**src/rtl/circ_agu_pkg.sv**
```systemverilog
package circ_agu_pkg;
  typedef enum logic [1:0] {
    MODE_IND  = 2'd0,
    MODE_POST = 2'd1,
    MODE_PRE  = 2'd2,
    MODE_DISP = 2'd3
  } agu_mode_e;
endpackage

```
**src/rtl/circ_agu_mask_reg.sv**
```systemverilog
module circ_agu_mask_reg #(
  parameter int AW = 32,
  parameter int MW = 16
) (
  input  logic          clk,
  input  logic          rst_n,
  input  logic          wr_i,
  input  logic [AW-1:0] wdata_i,
  output logic [MW-1:0] mask_lo_o,
  output logic [AW-1:0] rd_o
);
  localparam int HW = AW - MW;

  logic [MW-1:0] lo_q;
  logic          unused_upper;

  assign unused_upper = ^wdata_i[AW-1:MW];

  always_ff @(posedge clk) begin
    if (!rst_n)    lo_q <= '1;
    else if (wr_i) lo_q <= wdata_i[MW-1:0];
  end

  assign mask_lo_o = lo_q;
  assign rd_o      = {{HW{1'b1}}, lo_q};

  // a write lands in the low field on the next edge
  a_r2_mask_store: assert property (@(posedge clk) disable iff (!rst_n)
    $past(rst_n) && $past(wr_i) |-> rd_o[MW-1:0] == $past(wdata_i[MW-1:0]));
endmodule

```
**src/rtl/circ_agu_regfile.sv**
```systemverilog
module circ_agu_regfile #(
  parameter int AW    = 32,
  parameter int NREGS = 8,
  localparam int IW   = $clog2(NREGS)
) (
  input  logic          clk,
  input  logic          rst_n,
  input  logic [IW-1:0] a_idx_i,
  output logic [AW-1:0] a_data_o,
  input  logic [IW-1:0] b_idx_i,
  output logic [AW-1:0] b_data_o,
  input  logic          upd_en_i,
  input  logic [IW-1:0] upd_idx_i,
  input  logic [AW-1:0] upd_val_i,
  input  logic          ld_en_i,
  input  logic [IW-1:0] ld_idx_i,
  input  logic [AW-1:0] ld_data_i
);
  logic [AW-1:0] q [NREGS];

  for (genvar g = 0; g < NREGS; g++) begin : g_reg
    always_ff @(posedge clk) begin
      if (!rst_n)
        q[g] <= '0;
      else if (upd_en_i && upd_idx_i == IW'(g))
        q[g] <= upd_val_i;
      else if (ld_en_i && ld_idx_i == IW'(g))
        q[g] <= ld_data_i;
    end
  end

  assign a_data_o = q[a_idx_i];
  assign b_data_o = q[b_idx_i];

  // an update is stored at the following edge, ahead of any load
  a_r10_update_lands: assert property (@(posedge clk) disable iff (!rst_n)
    $past(rst_n) && $past(upd_en_i) |-> q[$past(upd_idx_i)] == $past(upd_val_i));
endmodule

```
**src/rtl/circ_agu_calc.sv**
```systemverilog
module circ_agu_calc
  import circ_agu_pkg::*;
#(
  parameter int AW   = 32,
  parameter int MW   = 16,
  parameter int DW   = 16,
  parameter int STEP = 4
) (
  input  agu_mode_e     mode_i,
  input  logic [AW-1:0] an_i,
  input  logic [DW-1:0] disp_i,
  input  logic          mask_en_i,
  input  logic [MW-1:0] mask_lo_i,
  output logic [AW-1:0] addr_o,
  output logic          upd_en_o,
  output logic [AW-1:0] upd_val_o
);
  localparam logic [AW-1:0] STEP_V = AW'(STEP);

  logic [AW-1:0] eff, sext, inc, dec, sum;

  assign eff  = mask_en_i ? {{(AW-MW){1'b1}}, mask_lo_i} : '1;
  assign sext = {{(AW-DW){disp_i[DW-1]}}, disp_i};
  assign inc  = an_i + STEP_V;
  assign dec  = an_i - STEP_V;
  assign sum  = an_i + sext;

  always_comb begin
    addr_o    = an_i & eff;
    upd_en_o  = 1'b0;
    upd_val_o = an_i;
    unique case (mode_i)
      MODE_IND: ;
      MODE_POST: begin
        addr_o    = an_i;
        upd_en_o  = 1'b1;
        upd_val_o = inc & eff;
      end
      MODE_PRE: begin
        addr_o    = dec & eff;
        upd_en_o  = 1'b1;
        upd_val_o = dec & eff;
      end
      MODE_DISP: addr_o = sum & eff;
      default: ;
    endcase
  end
endmodule

```
**src/rtl/circ_agu.sv**
```systemverilog
module circ_agu
  import circ_agu_pkg::*;
#(
  parameter int AW    = 32,
  parameter int MW    = 16,
  parameter int DW    = 16,
  parameter int NREGS = 8,
  parameter int STEP  = 4,
  localparam int IW   = $clog2(NREGS)
) (
  input  logic          clk,
  input  logic          rst_n,
  input  logic          req_i,
  input  logic [1:0]    mode_i,
  input  logic [IW-1:0] areg_i,
  input  logic [DW-1:0] disp_i,
  input  logic          mask_en_i,
  output logic [AW-1:0] addr_o,
  output logic          wb_en_o,
  output logic [IW-1:0] wb_idx_o,
  output logic [AW-1:0] wb_data_o,
  input  logic          mask_wr_i,
  input  logic [AW-1:0] mask_wdata_i,
  output logic [AW-1:0] mask_rd_o,
  input  logic          ld_en_i,
  input  logic [IW-1:0] ld_idx_i,
  input  logic [AW-1:0] ld_data_i,
  input  logic [IW-1:0] rd_idx_i,
  output logic [AW-1:0] rd_data_o
);
  logic [MW-1:0] mask_lo;
  logic [AW-1:0] an;
  logic          upd_en;
  agu_mode_e     mode;

  assign mode = agu_mode_e'(mode_i);

  circ_agu_mask_reg #(.AW(AW), .MW(MW)) u_mask (
    .clk(clk), .rst_n(rst_n), .wr_i(mask_wr_i), .wdata_i(mask_wdata_i),
    .mask_lo_o(mask_lo), .rd_o(mask_rd_o)
  );

  circ_agu_calc #(.AW(AW), .MW(MW), .DW(DW), .STEP(STEP)) u_calc (
    .mode_i(mode), .an_i(an), .disp_i(disp_i), .mask_en_i(mask_en_i),
    .mask_lo_i(mask_lo), .addr_o(addr_o), .upd_en_o(upd_en),
    .upd_val_o(wb_data_o)
  );

  assign wb_en_o  = req_i & upd_en;
  assign wb_idx_o = areg_i;

  circ_agu_regfile #(.AW(AW), .NREGS(NREGS)) u_regs (
    .clk(clk), .rst_n(rst_n),
    .a_idx_i(areg_i), .a_data_o(an),
    .b_idx_i(rd_idx_i), .b_data_o(rd_data_o),
    .upd_en_i(wb_en_o), .upd_idx_i(areg_i), .upd_val_i(wb_data_o),
    .ld_en_i(ld_en_i), .ld_idx_i(ld_idx_i), .ld_data_i(ld_data_i)
  );

  // indirect requests never update a register
  a_r3_ind_no_wb: assert property (@(posedge clk) disable iff (!rst_n)
    req_i && mode_i == 2'd0 |-> !wb_en_o);

  // offset requests never update a register
  a_r6_disp_no_wb: assert property (@(posedge clk) disable iff (!rst_n)
    req_i && mode_i == 2'd3 |-> !wb_en_o);

  // pre-decrement address equals the new register value
  a_r5_pre_match: assert property (@(posedge clk) disable iff (!rst_n)
    req_i && mode_i == 2'd2 |-> wb_en_o && addr_o == wb_data_o);

  // unmasked post-increment steps the register by one word past the address
  a_r4_post_step: assert property (@(posedge clk) disable iff (!rst_n)
    req_i && mode_i == 2'd1 && !mask_en_i |-> wb_data_o == addr_o + AW'(STEP));
endmodule

```
**config.mk**
```make
export PLATFORM = sky130hd
export DESIGN_NAME = circ_agu
export DESIGN_NICKNAME = d
export VERILOG_FILES = /design/src/rtl/circ_agu_pkg.sv /design/src/rtl/circ_agu_mask_reg.sv /design/src/rtl/circ_agu_regfile.sv /design/src/rtl/circ_agu_calc.sv /design/src/rtl/circ_agu.sv
export SDC_FILE = /design/constraint.sdc
export NUM_CORES = 1
export LEC_CHECK = 0
export BUFFER_PORTS_ARGS = -buffer_cell sky130_fd_sc_hd__buf_2
export CORE_MARGIN = 3
export CORE_UTILIZATION = 41
export DETAILED_ROUTE_END_ITERATION = 6
export PLACE_DENSITY_LB_ADDON = 0.1
export SYNTH_ARGS = -nofsm -noshare
export SYNTH_HDL_FRONTEND = slang
export SYNTH_SLANG_ARGS = --single-unit
export TNS_END_PERCENT = 100
```
**constraint.sdc**
```tcl
create_clock -name clk -period 14.9 [get_ports clk]
set_input_delay 1.49 -clock clk [delete_from_list [all_inputs] [get_ports clk]]
set_output_delay 1.49 -clock clk [all_outputs]
set_load 0.02 [all_outputs]
```
==> flow_metrics.py <==
metrics = {
    "setup_path": {
        "cp.required_ns": 13.41,
        "worstSetupStartpointType": "input port",
        "endpoint_kind": "output pin",
        "r2r-end": "u_regs.q[7][18]",
        "critPathArrivalTime_ns": 7.66,
        "worstRegToRegCells": 9,
        "path_delay_family": "compound AO/OA/AOI/OAI gates",
        "reg2reg_slack_ns": 10.11,
        "worstSetupPathType": "in -> out",
        "critPathBufInv": 4,
        "critPathMaxFanout": 57,
        "crit_chain": "buf_4 -> buf_4 -> nand2b_1 -> o22ai_1 -> or2_2 -> inv_1 -> ha_1 -> a211o_1 -> a21o_1 -> nand3b_1 -> o2111a_1 -> o221ai_1 -> o21ai_0 -> or4_1 -> o311a_1 -> o221ai_1 -> buf_2",
        "r2r-start": "u_regs.q[2][7]",
        "critPathMaxStageDelay_ns": 0.79,
        "cp_slowest_cell": "nand2b_1",
    },
    "finish": {
        "multi_input_area_mm2": 0.0114,
        "nets": 2145,
        "diodes": 0,
        "drive_gt1_share_pct": 24.5,
        "nFillCells": 4551,
        "regArea_mm2": 0.00801,
        "area_delta_synth_final_pct": 13.2,
        "design_area_mm2": 0.0229,
    },
    "die": {
        "core_area_mm2": 0.0482,
        "io_pins": 229,
        "start_util_pct": 42.0,
        "core.rowCount": 80,
        "dieArea_mm2": 0.0521,
        "die_y_um": 228,
        "die-width_um": 228,
    },
    "placement": {
        "place.gp.congestion": 0.900,
        "placed_area_mm2": 0.0218,
        "place_hpwl_mm": 54.9,
        "port_buffers": 196,
    },
    "cts": {
        "cts-root-buf": "clkbuf_16",
        "cts_tree": "done",
        "cts_sinks": 272,
        "path_clk_slew_ns": 0.05,
        "post_cts_buffers": 0,
        "holdBufCountCts": 0,
        "h-tree-depth": 2,
        "cts_made_buffers": 34,
        "cts_resized": 0,
        "worstSkewPairLatency_ns": 0.53,
        "cts_buffer_depth": 3,
    },
    "synthesis": {
        "synthTopCellsByCount": "edfxtp_1, nand2_1, a22o_1",
        "synthesis.instances": 1916,
        "yosys.area.top_type": "edfxtp_1",
        "yosysSeqAreaShare_pct": 39.5,
        "synth_area_leaders": "edfxtp_1, mux4_2, a22o_1",
        "async_flop_share_pct": 0,
        "synth_area_mm2": 0.0203,
        "synth-seq-cells": 272,
        "synth_edf_count": 256,
        "ys_warn_count": 0,
        "synth_cell_types": 99,
        "yosysTopAreaCellShare_pct": 37.9,
        "synth-main-ff-cell": "edfxtp_1",
        "yosysMostFrequentCell": "edfxtp_1",
        "syn_area_per_cell_um2": 10.6,
    },
    "sta": {
        "hold_viol": 0,
        "rsz0062_at_grt": "no",
        "slew_violations": 0,
        "fin_crit_sh_pct": 61.4,
        "setup_viol": 0,
        "relSlewSlack_pct": 12.9,
        "fmax_mhz": 109,
        "hold_ws_ns": 0.492,
        "finClkSkew_ns": 0.0167,
        "fin_crit_ns": 9.15,
        "tns_ns": 0,
        "tightest_slew_ns": 1.30,
    },
    "min_path": {
        "hold_depth": 2,
        "hold_path_end": "u_mask.mask_lo_o[9]",
        "holdCritStartpoint": "u_mask.mask_lo_o[9]",
        "hp-class": "reg -> reg",
    },
    "route": {
        "detail_route.wl_per_cell_um": 30.2,
        "vias": 17825,
        "firstDrtPassIters": 6,
        "drt_iter0_drc": 2277,
        "ant_nets": 0,
        "viasPerCell": 6.62,
        "drc_errors": 0,
        "wirelength_mm": 81.3,
    },
    "power_and_ir_drop": {
        "power.density_mw_per_mm2": 105,
        "vdd_ir_drop_max_mv": 0.0805,
        "p_leak_nw": 8.79,
    },
    "grt": {
        "grt.busiest_layer": "met2",
        "met1_usage_pct": 40.6,
        "grt_use_met3_pct": 5.52,
        "grt_overflow": 0,
        "gr-usage-all-layers_pct": 29.9,
        "grt_max_degree": 65,
        "use_met2_pct": 48.5,
        "grt_pass1_vias": 17476,
        "grt_first_pass_wirelength_mm": 117,
        "antenna_found_initial": 3,
    },
    "job": {
        "timing.max_cap.violations": 0,
    },
    "outcome": {
        "outcome": "complete, no violations",
    },
}
==> worst max path at each step <==
stage | start | depth (start not counted) | to
after floorplan | areg_i[0] | 20 | addr_o[28]
after CTS | areg_i[1] | 17 | addr_o[27]
after detailed placement | areg_i[1] | 17 | addr_o[27]
final | areg_i[1] | 17 | addr_o[27]
after global routing | areg_i[1] | 17 | addr_o[28]
after global placement | areg_i[1] | 17 | addr_o[27]
==> final cells by class <==
type | count | area share (%)
clock buffers | 47 | 4.33
inverters | 55 | 0.900
flip-flops and latches | 272 | 34.9
repair buffers | 245 | 5.91
well taps | 656 | 3.58
clock inverters | 14 | 0.649
multi-input cells | 1402 | 49.7
==> power by group <==
group	leakage, nW	switching [mW]	total [mW]	internal (mW)
sequential	2.81	0.0235	0.905	0.882
combinational	5.43	0.436	0.659	0.224
clock	0.553	0.334	0.853	0.519
total	8.79	0.794	2.42	1.62
==> sequential cells by signal (all words and copies together), names as in the netlist <==
signal,count
u_mask.mask_lo_o,16
u_regs.q,256
==> per-layer routing <==
layer  vias up  wire [µm]  share of wire (%)
met5         -         31              0.038
met4         4       2630                3.2
met3       168       8280                 10
met2      1094      37900                 47
met1      8866      32400                 40
li1       7693          -                  -
==> metrics by stage <==
step                setup WS [ns]  std cells  utilization (%)  power (mW)
global placement             5.90       2630             45.2        1.56
detailed placement           5.87       2630             45.2        1.57
global route                 5.51       2691             47.5        2.50
CTS                          5.86       2691             47.5        2.41
finish                       5.75       2691             47.5        2.42
floorplan                    6.80       1931                -        1.35
==> placed cells by master, fill, tap and decap left out, types with 16 or more instances in the layout <==
cell type | Yosys | final
o221ai_1 | 22 | 16
nor3_1 | 29 | 28
a21o_1 | 28 | 28
buf_2 | 17 | 193
o22ai_1 | 22 | 22
mux2i_1 | 76 | 76
ha_1 | 37 | 35
conb_1 | 1 | 16
xnor2_1 | 17 | 17
mux4_2 | 92 | 92
a22o_1 | 163 | 163
mux2_2 | 52 | 52
dfxtp_1 | 16 | 16
o21ai_0 | 152 | 152
nor2_1 | 96 | 89
nand2b_1 | 21 | 21
buf_4 | 28 | 52
clkbuf_16 | 0 | 38
edfxtp_1 | 256 | 256
a21oi_1 | 54 | 54
inv_1 | 54 | 54
nand3_1 | 25 | 25
a31oi_1 | 16 | 16
nand2_1 | 200 | 200
==> worst register-to-register path, stage by stage (launching register included) <==
cell and delay (ns):
edfxtp_1 0.39, mux4_1 0.57, mux2i_4 0.43, o21ai_1 0.28, or4_1 0.72, nor3_1 0.60, and3_1 0.33, mux2i_1 0.10
a22oi_1 0.86, o21ai_0 0.22
==> logic make-up after synthesis <==
logic type                 synth area share [%]
and+or+nand+nor                            10.8
adders and majority gates                  2.38
xor gates and xnor gates                   1.38
AOI/OAI and AO/OA                          22.1
muxes                                      18.0
other                                    0.0185
DFF                                        39.5
buffers and inverters                      5.73
(Power assumes the default switching activity.)
